**config.mk**
```make
export PLATFORM = sky130hd
export DESIGN_NAME = hexline_streamer
export DESIGN_NICKNAME = d
export VERILOG_FILES = /design/src/rtl/hexline_pkg.sv /design/src/rtl/rx_edge_trigger.sv /design/src/rtl/serial_tx_shifter.sv /design/src/rtl/nibble_ascii.sv /design/src/rtl/hexline_streamer.sv
export SDC_FILE = /design/constraint.sdc
export NUM_CORES = 1
export LEC_CHECK = 0
export BUFFER_PORTS_ARGS = -buffer_cell sky130_fd_sc_hd__buf_2
export CORE_ASPECT_RATIO = 0.5
export CORE_MARGIN = 4
export CORE_UTILIZATION = 33
export DETAILED_ROUTE_END_ITERATION = 7
export HOLD_SLACK_MARGIN = 0.08
export SETUP_SLACK_MARGIN = 0.2
export SLEW_MARGIN = 25
export SYNTH_ARGS = -nofsm -noshare
export SYNTH_HDL_FRONTEND = slang
export SYNTH_HIERARCHICAL = 1
export SYNTH_SLANG_ARGS = --single-unit
```
**constraint.sdc**
```tcl
create_clock -name clk -period 3.75 [get_ports clk]
set_clock_uncertainty 0.15 [all_clocks]
set_input_delay 0.5625 -clock clk [delete_from_list [all_inputs] [get_ports clk]]
set_output_delay 0.5625 -clock clk [all_outputs]
set_load 0.03 [all_outputs]
```
**src/rtl/hexline_pkg.sv**
```systemverilog
package hexline_pkg;
    typedef enum logic [3:0] {
        ST_IDLE,
        ST_OPEN,
        ST_HI,
        ST_LO,
        ST_FETCH,
        ST_CLOSE,
        ST_CR,
        ST_LF,
        ST_DRAIN
    } seq_state_e;

    localparam logic [7:0] CH_OPEN  = 8'h3C;
    localparam logic [7:0] CH_CLOSE = 8'h3E;
    localparam logic [7:0] CH_CR    = 8'h0D;
    localparam logic [7:0] CH_LF    = 8'h0A;
endpackage

```
**src/rtl/rx_edge_trigger.sv**
```systemverilog
module rx_edge_trigger #(
    parameter int SYNC_STAGES = 2
) (
    input  logic clk,
    input  logic rst_n,
    input  logic rx_in,
    output logic edge_seen
);
    // sync_q[0..SYNC_STAGES-1] is the synchronizer; the top bit holds the previous level
    logic [SYNC_STAGES:0] sync_q;

    always_ff @(posedge clk) begin
        if (!rst_n) begin
            sync_q <= '1;
        end else begin
            sync_q <= {sync_q[SYNC_STAGES-1:0], rx_in};
        end
    end

    assign edge_seen = sync_q[SYNC_STAGES] ^ sync_q[SYNC_STAGES-1];
endmodule

```
**src/rtl/serial_tx_shifter.sv**
```systemverilog
module serial_tx_shifter #(
    parameter int CLKS_PER_BIT = 868,
    parameter int DATA_BITS    = 8
) (
    input  logic                 clk,
    input  logic                 rst_n,
    input  logic                 load,
    input  logic [DATA_BITS-1:0] data,
    output logic                 ready,
    output logic                 tx
);
    localparam int FRAME = DATA_BITS + 2;
    localparam int CW    = (CLKS_PER_BIT > 1) ? $clog2(CLKS_PER_BIT) : 1;
    localparam int BW    = $clog2(FRAME + 1);

    logic             active;
    logic [FRAME-1:0] shreg;
    logic [CW-1:0]    baud;
    logic [BW-1:0]    bitcnt;
    logic             bit_end;

    assign bit_end = (baud == CW'(CLKS_PER_BIT - 1));

    always_ff @(posedge clk) begin
        if (!rst_n) begin
            active <= 1'b0;
            shreg  <= '1;
            baud   <= '0;
            bitcnt <= '0;
        end else if (!active) begin
            if (load) begin
                shreg  <= {1'b1, data, 1'b0};
                active <= 1'b1;
                baud   <= '0;
                bitcnt <= '0;
            end
        end else if (bit_end) begin
            baud  <= '0;
            shreg <= {1'b1, shreg[FRAME-1:1]};
            if (bitcnt == BW'(FRAME - 1)) begin
                active <= 1'b0;
            end else begin
                bitcnt <= bitcnt + 1'b1;
            end
        end else begin
            baud <= baud + 1'b1;
        end
    end

    assign ready = !active;
    assign tx    = shreg[0];


    start_bit_chk: assert property (@(posedge clk) disable iff (!rst_n)
        (load && ready) |=> !tx);


    bit_hold_chk: assert property (@(posedge clk) disable iff (!rst_n)
        (active && baud != '0) |-> $stable(tx));
endmodule

```
**src/rtl/nibble_ascii.sv**
```systemverilog
module nibble_ascii (
    input  logic [3:0] nib,
    output logic [7:0] ch
);
    always_comb begin
        if (nib < 4'd10) begin
            ch = {4'h3, nib};
        end else begin
            ch = 8'h37 + {4'h0, nib};
        end
    end
endmodule

```
**src/rtl/hexline_streamer.sv**
```systemverilog
module hexline_streamer
    import hexline_pkg::*;
#(
    parameter int CLKS_PER_BIT = 868,
    parameter int LINE_PIXELS  = 1024,
    parameter int ADDR_W       = (LINE_PIXELS > 1) ? $clog2(LINE_PIXELS) : 1
) (
    input  logic              clk,
    input  logic              rst_n,
    input  logic              rx_in,
    output logic              mem_rd_en,
    output logic [ADDR_W-1:0] mem_addr,
    input  logic [7:0]        mem_rd_data,
    output logic              tx_out,
    output logic              busy
);
    localparam logic [ADDR_W-1:0] LAST_IDX = ADDR_W'(LINE_PIXELS - 1);

    seq_state_e        st, nxt;
    logic              trig;
    logic              tx_load, tx_ready;
    logic [7:0]        tx_byte;
    logic [ADDR_W-1:0] idx;
    logic              idx_inc, idx_clr;
    logic              rd_pend;
    logic [7:0]        pix_q;
    logic [7:0]        hex_ch [2];
    logic              last_pix;

    rx_edge_trigger #(.SYNC_STAGES(2)) u_trig (
        .clk      (clk),
        .rst_n    (rst_n),
        .rx_in    (rx_in),
        .edge_seen(trig)
    );

    serial_tx_shifter #(.CLKS_PER_BIT(CLKS_PER_BIT), .DATA_BITS(8)) u_shift (
        .clk  (clk),
        .rst_n(rst_n),
        .load (tx_load),
        .data (tx_byte),
        .ready(tx_ready),
        .tx   (tx_out)
    );

    // lane 0 converts the low nibble, lane 1 the high nibble
    for (genvar g = 0; g < 2; g++) begin : g_hex
        nibble_ascii u_nib (
            .nib(pix_q[4*g +: 4]),
            .ch (hex_ch[g])
        );
    end

    assign last_pix = (idx == LAST_IDX);

    always_ff @(posedge clk) begin
        if (!rst_n) begin
            st      <= ST_IDLE;
            idx     <= '0;
            rd_pend <= 1'b0;
            pix_q   <= '0;
        end else begin
            st      <= nxt;
            rd_pend <= mem_rd_en;
            if (rd_pend) begin
                pix_q <= mem_rd_data;
            end
            if (idx_clr) begin
                idx <= '0;
            end else if (idx_inc) begin
                idx <= idx + 1'b1;
            end
        end
    end

    always_comb begin
        nxt       = st;
        tx_load   = 1'b0;
        tx_byte   = '0;
        mem_rd_en = 1'b0;
        idx_inc   = 1'b0;
        idx_clr   = 1'b0;
        unique case (st)
            ST_IDLE: begin
                if (trig) begin
                    mem_rd_en = 1'b1;
                    nxt       = ST_OPEN;
                end
            end
            ST_OPEN: begin
                if (tx_ready) begin
                    tx_load = 1'b1;
                    tx_byte = CH_OPEN;
                    nxt     = ST_HI;
                end
            end
            ST_HI: begin
                if (tx_ready) begin
                    tx_load = 1'b1;
                    tx_byte = hex_ch[1];
                    nxt     = ST_LO;
                end
            end
            ST_LO: begin
                if (tx_ready) begin
                    tx_load = 1'b1;
                    tx_byte = hex_ch[0];
                    if (last_pix) begin
                        idx_clr = 1'b1;
                        nxt     = ST_CLOSE;
                    end else begin
                        idx_inc = 1'b1;
                        nxt     = ST_FETCH;
                    end
                end
            end
            ST_FETCH: begin
                mem_rd_en = 1'b1;
                nxt       = ST_HI;
            end
            ST_CLOSE: begin
                if (tx_ready) begin
                    tx_load = 1'b1;
                    tx_byte = CH_CLOSE;
                    nxt     = ST_CR;
                end
            end
            ST_CR: begin
                if (tx_ready) begin
                    tx_load = 1'b1;
                    tx_byte = CH_CR;
                    nxt     = ST_LF;
                end
            end
            ST_LF: begin
                if (tx_ready) begin
                    tx_load = 1'b1;
                    tx_byte = CH_LF;
                    nxt     = ST_DRAIN;
                end
            end
            ST_DRAIN: begin
                if (tx_ready) begin
                    nxt = ST_IDLE;
                end
            end
            default: nxt = ST_IDLE;
        endcase
    end

    assign mem_addr = idx;
    assign busy     = (st != ST_IDLE);


    idle_line_chk: assert property (@(posedge clk) disable iff (!rst_n)
        !busy |-> tx_out);


    rd_pulse_chk: assert property (@(posedge clk) disable iff (!rst_n)
        mem_rd_en |=> !mem_rd_en);


    addr_range_chk: assert property (@(posedge clk) disable iff (!rst_n)
        mem_rd_en |-> (int'(mem_addr) < LINE_PIXELS));


    trig_start_chk: assert property (@(posedge clk) disable iff (!rst_n)
        (trig && !busy) |=> busy);
endmodule

```
======== Word-level counts from Yosys, hierarchy flattened ========
Index checks and enable logic that the tools add are counted.
storage, ports and cells
  bits in registers ....................... 51
  input bits .............................. 11
cells by class
  add/sub/neg operators ................... 5
  magnitude comparators ................... 2
  equality and inequality tests ........... 21
  multiplexer cells ....................... 37
  bitwise logic cells ..................... 2
  reductions and logical operators ........ 8
operators with widths
  cell                                               number
  two-way mux 10 bit                                 6
  two-way mux 4 bit                                  12
  case mux 8 bit (6 select lines)                    1
  case mux 4 bit (9 select lines)                    1
  adder 10 x 1 -> 10 bit, second input constant      2
  == test 10 bit, second input constant              2
  inequality test 2 bit, second input constant       10
  == test 4 x 3 -> 1 bit, second input constant      4
  two-way mux 8 bit                                  2
  adder 6 x 4 -> 7 bit, first input constant         2
  two-way mux 1 bit                                  14
  == test 4 x 2 -> 1 bit, second input constant      2
  == test 4 bit, second input constant               2
  less-than comparator 4 bit, second input constant  2
  AND reduction 8 bit                                1
  OR reduction 6 bit                                 1
  adder 4 x 1 -> 4 bit, second input constant        1
  == test 4 x 1 -> 1 bit, second input constant      1
  logical NOT 4 bit                                  1
  nonzero test 4 bit                                 1
  AND reduction 3 bit                                1
  case mux 1 bit (2 select lines)                    1
  AND reduction 2 bit                                1
  nonzero test 2 bit                                 1
  3 further kinds                                    3

======== Depth between registers and ports, before layout ========
Gate-level depths: netlist (run 1).
  depth in word-level cells ............... 5
  gate-level depth with buffers ........... 11

======== By module ========
The synthesis (run 1) kept the hierarchy.
modules (own cells, without submodules)
  module             instances  cells each  area an instance (um^2)  sequential area each (um^2)
  serial_tx_shifter  1          149         1296.2                   480.5
  hexline_streamer   1          154         1256.2                   460.4
  nibble_ascii       2          16          105.1                    0.0
  rx_edge_trigger    1          7           87.6                     60.1

======== Worst setup path before layout (run 1) ========
Ideal clock, no wire load.
  kind .................................... flip-flop to output port
  start ................................... register st[2]
  end ..................................... output port mem_rd_en
  arrival time ............................ 1532 ps
  required time ........................... 3037 ps
  slack ................................... 1506 ps
  cell stages (with the launch flop) ...... 4
  path buffers ............................ 1
  cell sequence ........................... dfxtp_1 -> clkbuf_1 -> nor2_1 -> nor4_1
on the way
  longest elaborated chain between the ends .. 2
  elaborated cells between the ends (all ways) .. 3
ends and longest elaborated chain
  item                                                         RTL line                text
  start: declaration                                           hexline_streamer.sv:19  seq_state_e st, nxt;
  start signal: assignment                                     hexline_streamer.sv:63  st <= nxt;
  == test 4 x 3 -> 1 bit or logical NOT 4 bit (tied branches)  hexline_streamer.sv:83  unique case (st)
  case mux 1 bit (2 select lines) *                            hexline_streamer.sv:83
  end: declaration                                             hexline_streamer.sv:11  output logic mem_rd_en,
Every way passes the cells marked *; elsewhere a longest branch is shown, timed or not.

======== Worst setup path in the final report (run 1) ========
  start ................................... register u_shift.active
  end ..................................... register u_shift.baud[5]
on the way
  longest elaborated chain between the ends .. 3
  elaborated cells between the ends (all ways) .. 4
ends and longest elaborated chain
  item                                 RTL line                 text
  start: declaration                   serial_tx_shifter.sv:16  logic active;
  start signal: assignment             serial_tx_shifter.sv:26  active <= 1'b0;
  start signal: assignment             serial_tx_shifter.sv:33  active <= 1'b1;
  start signal: assignment             serial_tx_shifter.sv:41  active <= 1'b0;
  two-way mux 1 bit (2 in series)      --
  via tx_load                          hexline_streamer.sv:21   logic tx_load, tx_ready;
  nonzero test 2 bit (no source line)  --
  end signal: assignment               serial_tx_shifter.sv:46  baud <= baud + 1'b1;
  end: declaration                     serial_tx_shifter.sv:18  logic [CW-1:0] baud;
The timed path passes the listed nets, and every way through them passes these cells.
A chain may end at the register's enable or synchronous reset.

==> run summary, run 1 <==
Status: finished clean
Lkg Pwr: 0.001090 uW
Crit. End Element: register
Worst r2r dst: u_shift/baud[5]$_SDFFE_PN0P_
Final Hold Viols: 0
Least-Margin Pin Slew: 0.7714 ns
Ports: 24
RD Place Congestion: 0.8460
Sw power: 541.6 uW
Clock share of power: 32.3%
CTS tree: built
Slew margin rel.: 48.50%
# Max-Cap Violations: 0
Share of power burned in registers: 42.4%
Reg2reg start: u_shift/active$_SDFF_PN0_
Via/cell ratio: 5.126
Cells after synthesis: 342
Synth area leader: dfxtp_1
Prevailing post-synth register cell: dfxtp_1
First-pass GRT wire length: 10,520 um
Ys async rst share: 0%
Wire per inst: 13.31 um
CTS Buf Count: 5
Final wirelength: 6217 um
Synth Net Count: 359
Starting density of the core: 34.75%
Slew Limit Fails: 0
Switching Share: 33.63%
Area after DPL: 3040 um2
Crit path DAT: 2.90 ns
Antenna violations before repair: 0
Gr usage total: 12.57%
Number of synthesized flops with an enable pin: 0
Site Rows: 23
Final nets: 371
Crit share post-route: 75.38%
Ant diodes: 0
Yosys warning count: 6
Grt ovf: 0
Worst-path clk slew: 0.07 ns
Vias in the first global route: 2,106
Worst setup path endpoint: u_shift/baud[5]$_SDFFE_PN0P_
Worst setup path category: register to register
RSZ-0062 raised after global routing: false
Final setup violation count: 0
PortBufs: 23
Reg2Reg Depth: 6
Total die area: 10,280 um2
Fin Setup TNS: 0 ns
Critical path origin: u_shift/active$_SDFF_PN0_
Area of the mapped netlist: 2850 um2
Count leader, synth: dfxtp_1
Yosys reg bits: 50
Largest net degree at the start of global routing: 42
Peak supply drop: 0.2373 mV
Post-CTS Repair Setup Buffers: 0
Clock Latency Late Sink: 0.29 ns
Share of layout cells above drive strength 1: 12.11%
Design Area, Final: 3211 um2
# resized after CTS: 0
PD cells: 501.5 nW/um2
Drt initial violations: 202
Post-DP HPWL: 4316 um
Die span in x: 139.4 um
Hold Crit Class: register to register
Req. time, crit path: 3.82 ns
Drt first pass iters: 4
Min Tclk post-route: 2.827 ns
Combinational power share: 25.3%
H-tree Lvls: 2
TritonCTS sink count: 50
Worst R2R Setup Slack: 0.92 ns
Clock buffer depth: 2
Fmax: 0.3538 GHz
Clk root buf: clkbuf_16
Post-synthesis sequential area ratio: 35.12%
Worst setup SP type: register
Die extent in y: 73.72 um
Synth cell types: 62
Synth area leaders: dfxtp_1, mux2i_1, nand2_1, nor2b_1, nor3b_1
Synthesized area per cell: 8.334 um2
Routed Antenna Nets: 0
Int Pwr: 1069 uW
Area Overhead vs Synth: 12.64%
Most frequent cells after synthesis: dfxtp_1, nand2_1, mux2i_1
Yosys top cell area share: 35.12%
Total core area: 8202 um2
DR DRC count: 0
Vias: 2,394
Worst-path fanout max: 17
Hold_buf cts: 0
[flip-flops by register name, indices dropped and copies added, names as in the netlist]
name / flops
mem_addr: 10
pix_q: 8
rd_pend: 1
st: 4
u_shift/active: 1
u_shift/baud: 10
u_shift/bitcnt: 4
u_shift/shreg: 9
u_trig/sync_q: 3
[worst min path at each step]
stage / depth (start not counted) / end / slack [ns] / startpoint
6_report: 1 / u_trig/sync_q[1]$_SDFF_PN1_ / 0.28 / u_trig/sync_q[0]$_SDFF_PN1_
5_1_grt: 2 / u_trig/sync_q[0]$_SDFF_PN1_ / 0.30 / rx_in
4_1_cts: 1 / u_trig/sync_q[1]$_SDFF_PN1_ / 0.28 / u_trig/sync_q[0]$_SDFF_PN1_
3_5_place_dp: 1 / u_trig/sync_q[1]$_SDFF_PN1_ / 0.25 / u_trig/sync_q[0]$_SDFF_PN1_
3_3_place_gp: 1 / u_trig/sync_q[1]$_SDFF_PN1_ / 0.24 / u_trig/sync_q[0]$_SDFF_PN1_
2_1_floorplan: 1 / u_trig/sync_q[1]$_SDFF_PN1_ / 0.24 / u_trig/sync_q[0]$_SDFF_PN1_
[cell families after synthesis]
logic type / after synthesis / share of synthesized area, %
buffers and inverters: 39 / 5.575
adders and majority gates: 6 / 2.634
xor gates and xnor gates: 5 / 1.536
muxes: 20 / 7.111
AOI/OAI and AO/OA: 77 / 17.87
other: 2 / 0.2635
and+or+nand+nor: 143 / 29.89
DFF: 50 / 35.12
[cell type report]
| cell class | count | area, um2 |
|---|---|---|
| clock buffer | 5 | 125.1 |
| sequential | 50 | 1001 |
| tap | 112 | 140.1 |
| multi-input combinational | 253 | 1690 |
| inverter | 17 | 63.81 |
| clock inverter | 3 | 45.04 |
| fill | 849 | 4991 |
| timing repair buffer | 27 | 145.1 |
[worst max-delay path: stages (launching register included)]
cell and delay [ns]:
dfxtp_1 0.61, clkinv_1 0.53, nand2b_1 0.42, nor2_1 0.14
nor2_1 0.56, nand2_1 0.16, a31oi_1 0.19
[cell usage in the layout (no fill, tap or decap), types with 8 or more instances in the layout]
cell	instances
o21ai_0	13
dfxtp_1	50
mux2i_1	18
inv_1	16
buf_2	23
a31oi_1	12
nor3_1	8
or3_1	9
nand2_1	25
a21oi_1	13
nor3b_1	11
nor2b_1	14
nand3_1	10
nor2_1	15
[power by group through the flow]
stage / logic (uW) / registers (uW) / clock network, uW
after floorplan: 348 / 647 / 0
after global placement: 402 / 695 / 0
after detailed placement: 406 / 694 / 0
after CTS: 406 / 681 / 538
after global routing: 454 / 696 / 560
final: 407 / 682 / 521
[per-stage QoR]
step	power, uW	hold WS, ns	cells	util [%]	setup WS (ns)
finish	1610	0.2756	467	39.15	0.9233
global route	1710	0.2951	467	39.15	0.5968
CTS	1625	0.2789	467	39.15	0.9339
detailed placement	1099	0.2473	459	37.07	0.9466
global placement	1097	0.2391	459	37.07	1.026
floorplan	995.1	0.2363	342	-	1.506
[routing by layer]
| metal | part of all wire [%] | vias to the layer above | GRT usage (%) |
|---|---|---|---|
| met5 | 0 | - | 0 |
| met4 | 1.3 | 0 | 4.664 |
| met3 | 3.2 | 7 | 3.316 |
| met2 | 41 | 39 | 17.75 |
| met1 | 55 | 1076 | 18.21 |
| li1 | - | 1272 | - |
Note: power is estimated with default switching activity, not from simulation.
==> run 2: changes to the inputs <==
==> constraint.sdc (replaced) <==
create_clock -name clk -period 2.3 [get_ports clk]
set_clock_uncertainty 0.15 [all_clocks]
set_input_delay 0.345 -clock clk [delete_from_list [all_inputs] [get_ports clk]]
set_output_delay 0.345 -clock clk [all_outputs]
set_load 0.03 [all_outputs]
==> run summary, run 2 (same netlist as run 1, synthesis figures left out) <==
Worst setup SP type: register
Drt first pass iters: 4
RSZ-0062 raised after global routing: true
Reg2reg start: u_shift/baud[1]$_SDFFE_PN0P_
Critical path origin: u_shift/baud[1]$_SDFFE_PN0P_
Crit share post-route: 89.19%
Fmax: 0.4875 GHz
Crit path DAT: 2.14 ns
Worst-path clk slew: 0.07 ns
H-tree Lvls: 2
Crit-path slowest cell: or4_4
Hold Crit Class: input pin to register
Worst R2R Setup Slack: 0.25 ns
Via/cell ratio: 5.198
Worst hold path depth: 3
Clk root buf: clkbuf_16
Post-DP HPWL: 4730 um
Site Rows: 23
Die span in x: 139.4 um
Share of layout cells above drive strength 1: 19.25%
Largest net degree at the start of global routing: 34
Most common library cell in the layout ignoring fill and taps: dfxtp_1
Final nets: 390
Worst-path fanout max: 7
Starting density of the core: 34.75%
Worst r2r dst: u_shift/bitcnt[2]$_SDFFE_PN0P_
Clock Latency Late Sink: 0.30 ns
Vias: 2,526
CTS Buf Count: 5
Routed Antenna Nets: 0
Status: finished clean
Drt initial violations: 263
Ant diodes: 0
Final setup violation count: 0
Final Hold Viols: 0
PortBufs: 23
RD Place Congestion: 0.8043
Die extent in y: 73.72 um
Area Overhead vs Synth: 20.28%
Grt ovf: 0
PD cells: 806.7 nW/um2
Reg2Reg Depth: 5
Worst setup path endpoint: u_shift/bitcnt[2]$_SDFFE_PN0P_
CTS tree: built
Most frequent cells in the layout: dfxtp_1, nand2_1, buf_2
Total core area: 8202 um2
Cell Chain, Critical Path: ha_4 > nand4bb_4 > or4_4 > or4_1 > nand3_1
TritonCTS sink count: 50
Lkg Pwr: 0.001198 uW
Gr usage total: 13.26%
Fin Setup TNS: 0 ns
Ports: 24
First-pass GRT wire length: 11,070 um
Slew Limit Fails: 0
DR DRC count: 0
# Max-Cap Violations: 0
Peak supply drop: 0.3604 mV
Final wirelength: 6523 um
Worst setup path category: register to register
Fillers: 834
Vias in the first global route: 2,283
Min Tclk post-route: 2.051 ns
Wire per inst: 13.42 um
Clock buffer depth: 2
Crit. End Element: register
Antenna violations before repair: 0
Total die area: 10,280 um2
Final Hold Slack: 0.1493 ns
Req. time, crit path: 2.39 ns
CP peak stage delay: 0.58 ns
[run 2: changes by cell type in the layout (fill, tap and decap cells not counted), moves of 2 or more]
cell | before | now
dfxtp_1 | 50 | 44
dfxtp_2 | 0 | 4
dfxtp_4 | 0 | 2
buf_4 | 4 | 20
buf_6 | 0 | 2
[run 2: how the worst min path moves through the flow]
stage                                startpoint                          end  slack [ns]
global route                     mem_rd_data[5]        pix_q[5]$_SDFFE_PN0P_        0.17
CTS                              mem_rd_data[5]        pix_q[5]$_SDFFE_PN0P_        0.15
floorplan           u_trig/sync_q[0]$_SDFF_PN1_  u_trig/sync_q[1]$_SDFF_PN1_        0.24
global placement    u_trig/sync_q[0]$_SDFF_PN1_  u_trig/sync_q[1]$_SDFF_PN1_        0.25
detailed placement  u_trig/sync_q[0]$_SDFF_PN1_  u_trig/sync_q[1]$_SDFF_PN1_        0.24
finish                           mem_rd_data[5]        pix_q[5]$_SDFFE_PN0P_        0.15
[run 2: per-layer routing]
layer	GRT usage (%)	wire (um)	vias to the layer above
li1	-	-	1311
met1	18.79	3440	1167
met2	19.79	2745	41
met3	3.316	266	7
met4	4.230	70	0
met5	0	0	-
[run 2: power by group]
part,internal [uW],total (uW),switching (uW)
Sequential,971,1070,98.2
Clock,514,849,335
Combinational,361,847,487
[run 2: what timing repair did]
item / CTS / global route
setup endpoints to repair: 3 / 6
buffers inserted: 0 / 2
gates resized for setup: 5 / 11
endpoints found under the hold margin: 1 / 0
pin swaps: 0 / 2
hold buffers: 1 / 0
[run 2: layout make-up]
cell class / instances / area [um2] / area share, %
repair buffers: 46 / 312.8 / 9.124
flip-flops and latches: 50 / 1013 / 29.56
clock buffers: 6 / 128.9 / 3.759
clock inverters: 2 / 37.54 / 1.095
well taps: 112 / 140.1 / 4.088
inverters: 17 / 65.06 / 1.898
multi-input cells: 253 / 1730 / 50.47
[run 2: per-stage QoR]
stage | instances | setup WS, ns | power, uW | utilization, % | cell area, um2
global placement | 475 | 0.1540 | 1879 | 38.76 | 3179
CTS | 484 | 0.1877 | 2751 | 41.19 | 3378
detailed placement | 475 | 0.1142 | 1878 | 38.76 | 3179
global route | 486 | 0.1689 | 2931 | 41.80 | 3428
finish | 486 | 0.2487 | 2766 | 41.80 | 3428
floorplan | 342 | 0.2207 | 1627 | - | 2858
[run 2: critical path, delay by kind of cell, from the launching register on]
family                     cells  cell delay [ns]
DFF                            1             0.37
adders and majority gates      1             0.18
and+or+nand+nor                4             1.30
==> run 3: changes to the inputs <==
--- a/config.mk
+++ b/config.mk
@@ -6,11 +6,14 @@
 export NUM_CORES = 1
 export LEC_CHECK = 0
 export BUFFER_PORTS_ARGS = -buffer_cell sky130_fd_sc_hd__buf_2
+export CELL_PAD_IN_SITES_DETAIL_PLACEMENT = 0
+export CELL_PAD_IN_SITES_GLOBAL_PLACEMENT = 1
 export CORE_ASPECT_RATIO = 0.5
 export CORE_MARGIN = 4
 export CORE_UTILIZATION = 33
 export DETAILED_ROUTE_END_ITERATION = 7
 export HOLD_SLACK_MARGIN = 0.08
+export PLACE_DENSITY_LB_ADDON = 0.1
 export SETUP_SLACK_MARGIN = 0.2
 export SLEW_MARGIN = 25
 export SYNTH_ARGS = -nofsm -noshare
==> run summary, run 3 (same netlist as run 1, synthesis figures left out) <==
Design Area, Final: 3405 um2
Routed Antenna Nets: 0
TritonCTS sink count: 50
CTS tree: built
Clock buffer depth: 2
Clock Latency Late Sink: 0.29 ns
Slew Limit Fails: 0
Crit. End Element: register
RD Place Congestion: 0.8382
Fmax: 0.4975 GHz
Crit share post-route: 87.39%
Ports: 24
Peak supply drop: 0.3340 mV
Die extent in y: 73.72 um
Drt initial violations: 150
Crit path DAT: 2.09 ns
Status: finished clean
Fin Setup TNS: 0 ns
Most frequent cells in the layout: dfxtp_1, nand2_1, buf_2
Post-DP HPWL: 4968 um
Min Tclk post-route: 2.010 ns
Grt ovf: 0
Drt first pass iters: 4
Clk root buf: clkbuf_16
Reg2reg start: u_shift/bitcnt[0]$_SDFFE_PN0P_
Lkg Pwr: 0.001189 uW
Ant diodes: 0
Reg2Reg Depth: 5
Largest net degree at the start of global routing: 43
Vias in the first global route: 2,509
Via/cell ratio: 5.171
RSZ-0062 raised after global routing: false
Worst r2r dst: u_shift/bitcnt[2]$_SDFFE_PN0P_
Total core area: 8202 um2
Hold endpoint: pix_q[2]$_SDFFE_PN0P_
H-tree Lvls: 2
Hold Crit Class: input pin to register
DR DRC count: 0
Worst setup path category: register to register
Worst hold path depth: 3
Final nets: 390
Share of layout cells above drive strength 1: 19.52%
Final setup violation count: 0
Gr usage total: 14.76%
Vias: 2,513
Worst-path fanout max: 5
Hold path start: mem_rd_data[2]
CTS Buf Count: 5
PD cells: 797.5 nW/um2
Final Hold Slack: 0.1638 ns
Total die area: 10,280 um2
Fillers: 859
Site Rows: 23
Starting density of the core: 34.75%
PortBufs: 23
Final Hold Viols: 0
Area after DPL: 3167 um2
Worst R2R Setup Slack: 0.29 ns
# Max-Cap Violations: 0
Worst-path clk slew: 0.07 ns
Most common library cell in the layout ignoring fill and taps: dfxtp_1
First-pass GRT wire length: 12,400 um
Wire per inst: 14.37 um
Req. time, crit path: 2.38 ns
Antenna violations before repair: 0
Final wirelength: 6982 um
Worst setup SP type: register
Area Overhead vs Synth: 19.45%
Die span in x: 139.4 um
-- run 3: changes by cell type in the layout (fill, tap and decap cells not counted), sizes merged --
cell	change
bufinv	-1
clkbuf	+2
clkinvlp	-1
-- run 3: metrics by stage --
stage	utilization, %	worst slack (ns)	total power (uW)	cells
2_1_floorplan	-	0.2207	1627	342
6_report	41.51	0.2900	2715	486
3_3_place_gp	38.61	0.1950	1906	475
5_1_grt	41.51	0.2195	2917	486
3_5_place_dp	38.61	0.1637	1913	475
4_1_cts	40.90	0.1787	2752	484
-- run 3: worst max-delay path by stage --
stage | startpoint | end | slack [ns] | cells past startpoint
final | u_shift/bitcnt[0]$_SDFFE_PN0P_ | u_shift/bitcnt[2]$_SDFFE_PN0P_ | 0.29 | 5
after global routing | u_trig/sync_q[1]$_SDFF_PN1_ | mem_rd_en | 0.22 | 5
after CTS | u_shift/baud[0]$_SDFFE_PN0P_ | u_shift/bitcnt[2]$_SDFFE_PN0P_ | 0.18 | 5
after detailed placement | u_shift/baud[0]$_SDFFE_PN0P_ | u_shift/bitcnt[2]$_SDFFE_PN0P_ | 0.16 | 5
after global placement | u_shift/baud[0]$_SDFFE_PN0P_ | u_shift/bitcnt[2]$_SDFFE_PN0P_ | 0.19 | 5
after floorplan | u_shift/active$_SDFF_PN0_ | u_shift/shreg[1]$_SDFFE_PN1P_ | 0.22 | 11
-- run 3: cell type report --
cell class / count / area [um2] / area share [%]
clock buffer: 8 / 166.4 / 4.888
inverter: 17 / 65.06 / 1.911
multi-input combinational: 253 / 1729 / 50.79
sequential: 50 / 1013 / 29.77
tap: 112 / 140.1 / 4.116
timing repair buffer: 46 / 290.3 / 8.526
-- run 3: power by group --
part / internal [uW] / leakage, uW / switching, uW
clock network: 493 / 0.0000832 / 321
logic: 349 / 0.000696 / 471
registers: 972 / 0.000410 / 109
-- run 3: repair_timing --
item	4_1_cts	5_1_grt
gates resized for setup	2	10
hold endpoints to repair	1	0
pin swaps	0	3
setup endpoints to repair	2	5
hold buffers	1	0
buffers inserted	0	2
-- run 3: per-layer routing --
| metal | vias to the layer above | GRT usage (%) | share of wire (%) |
|---|---|---|---|
| li1 | 1315 | - | - |
| met1 | 1157 | 21.03 | 53 |
| met2 | 36 | 22.19 | 42 |
| met3 | 5 | 3.966 | 4.2 |
| met4 | 0 | 3.579 | 0.60 |
| met5 | - | 0 | 0 |
-- run 3: worst max-delay path, stage by stage, from the launching register on --
cell	delay [ns]
dfxtp_1	0.36
ha_1	0.21
and4b_1	0.18
or4_4	0.55
or4_1	0.42
nand3_1	0.09
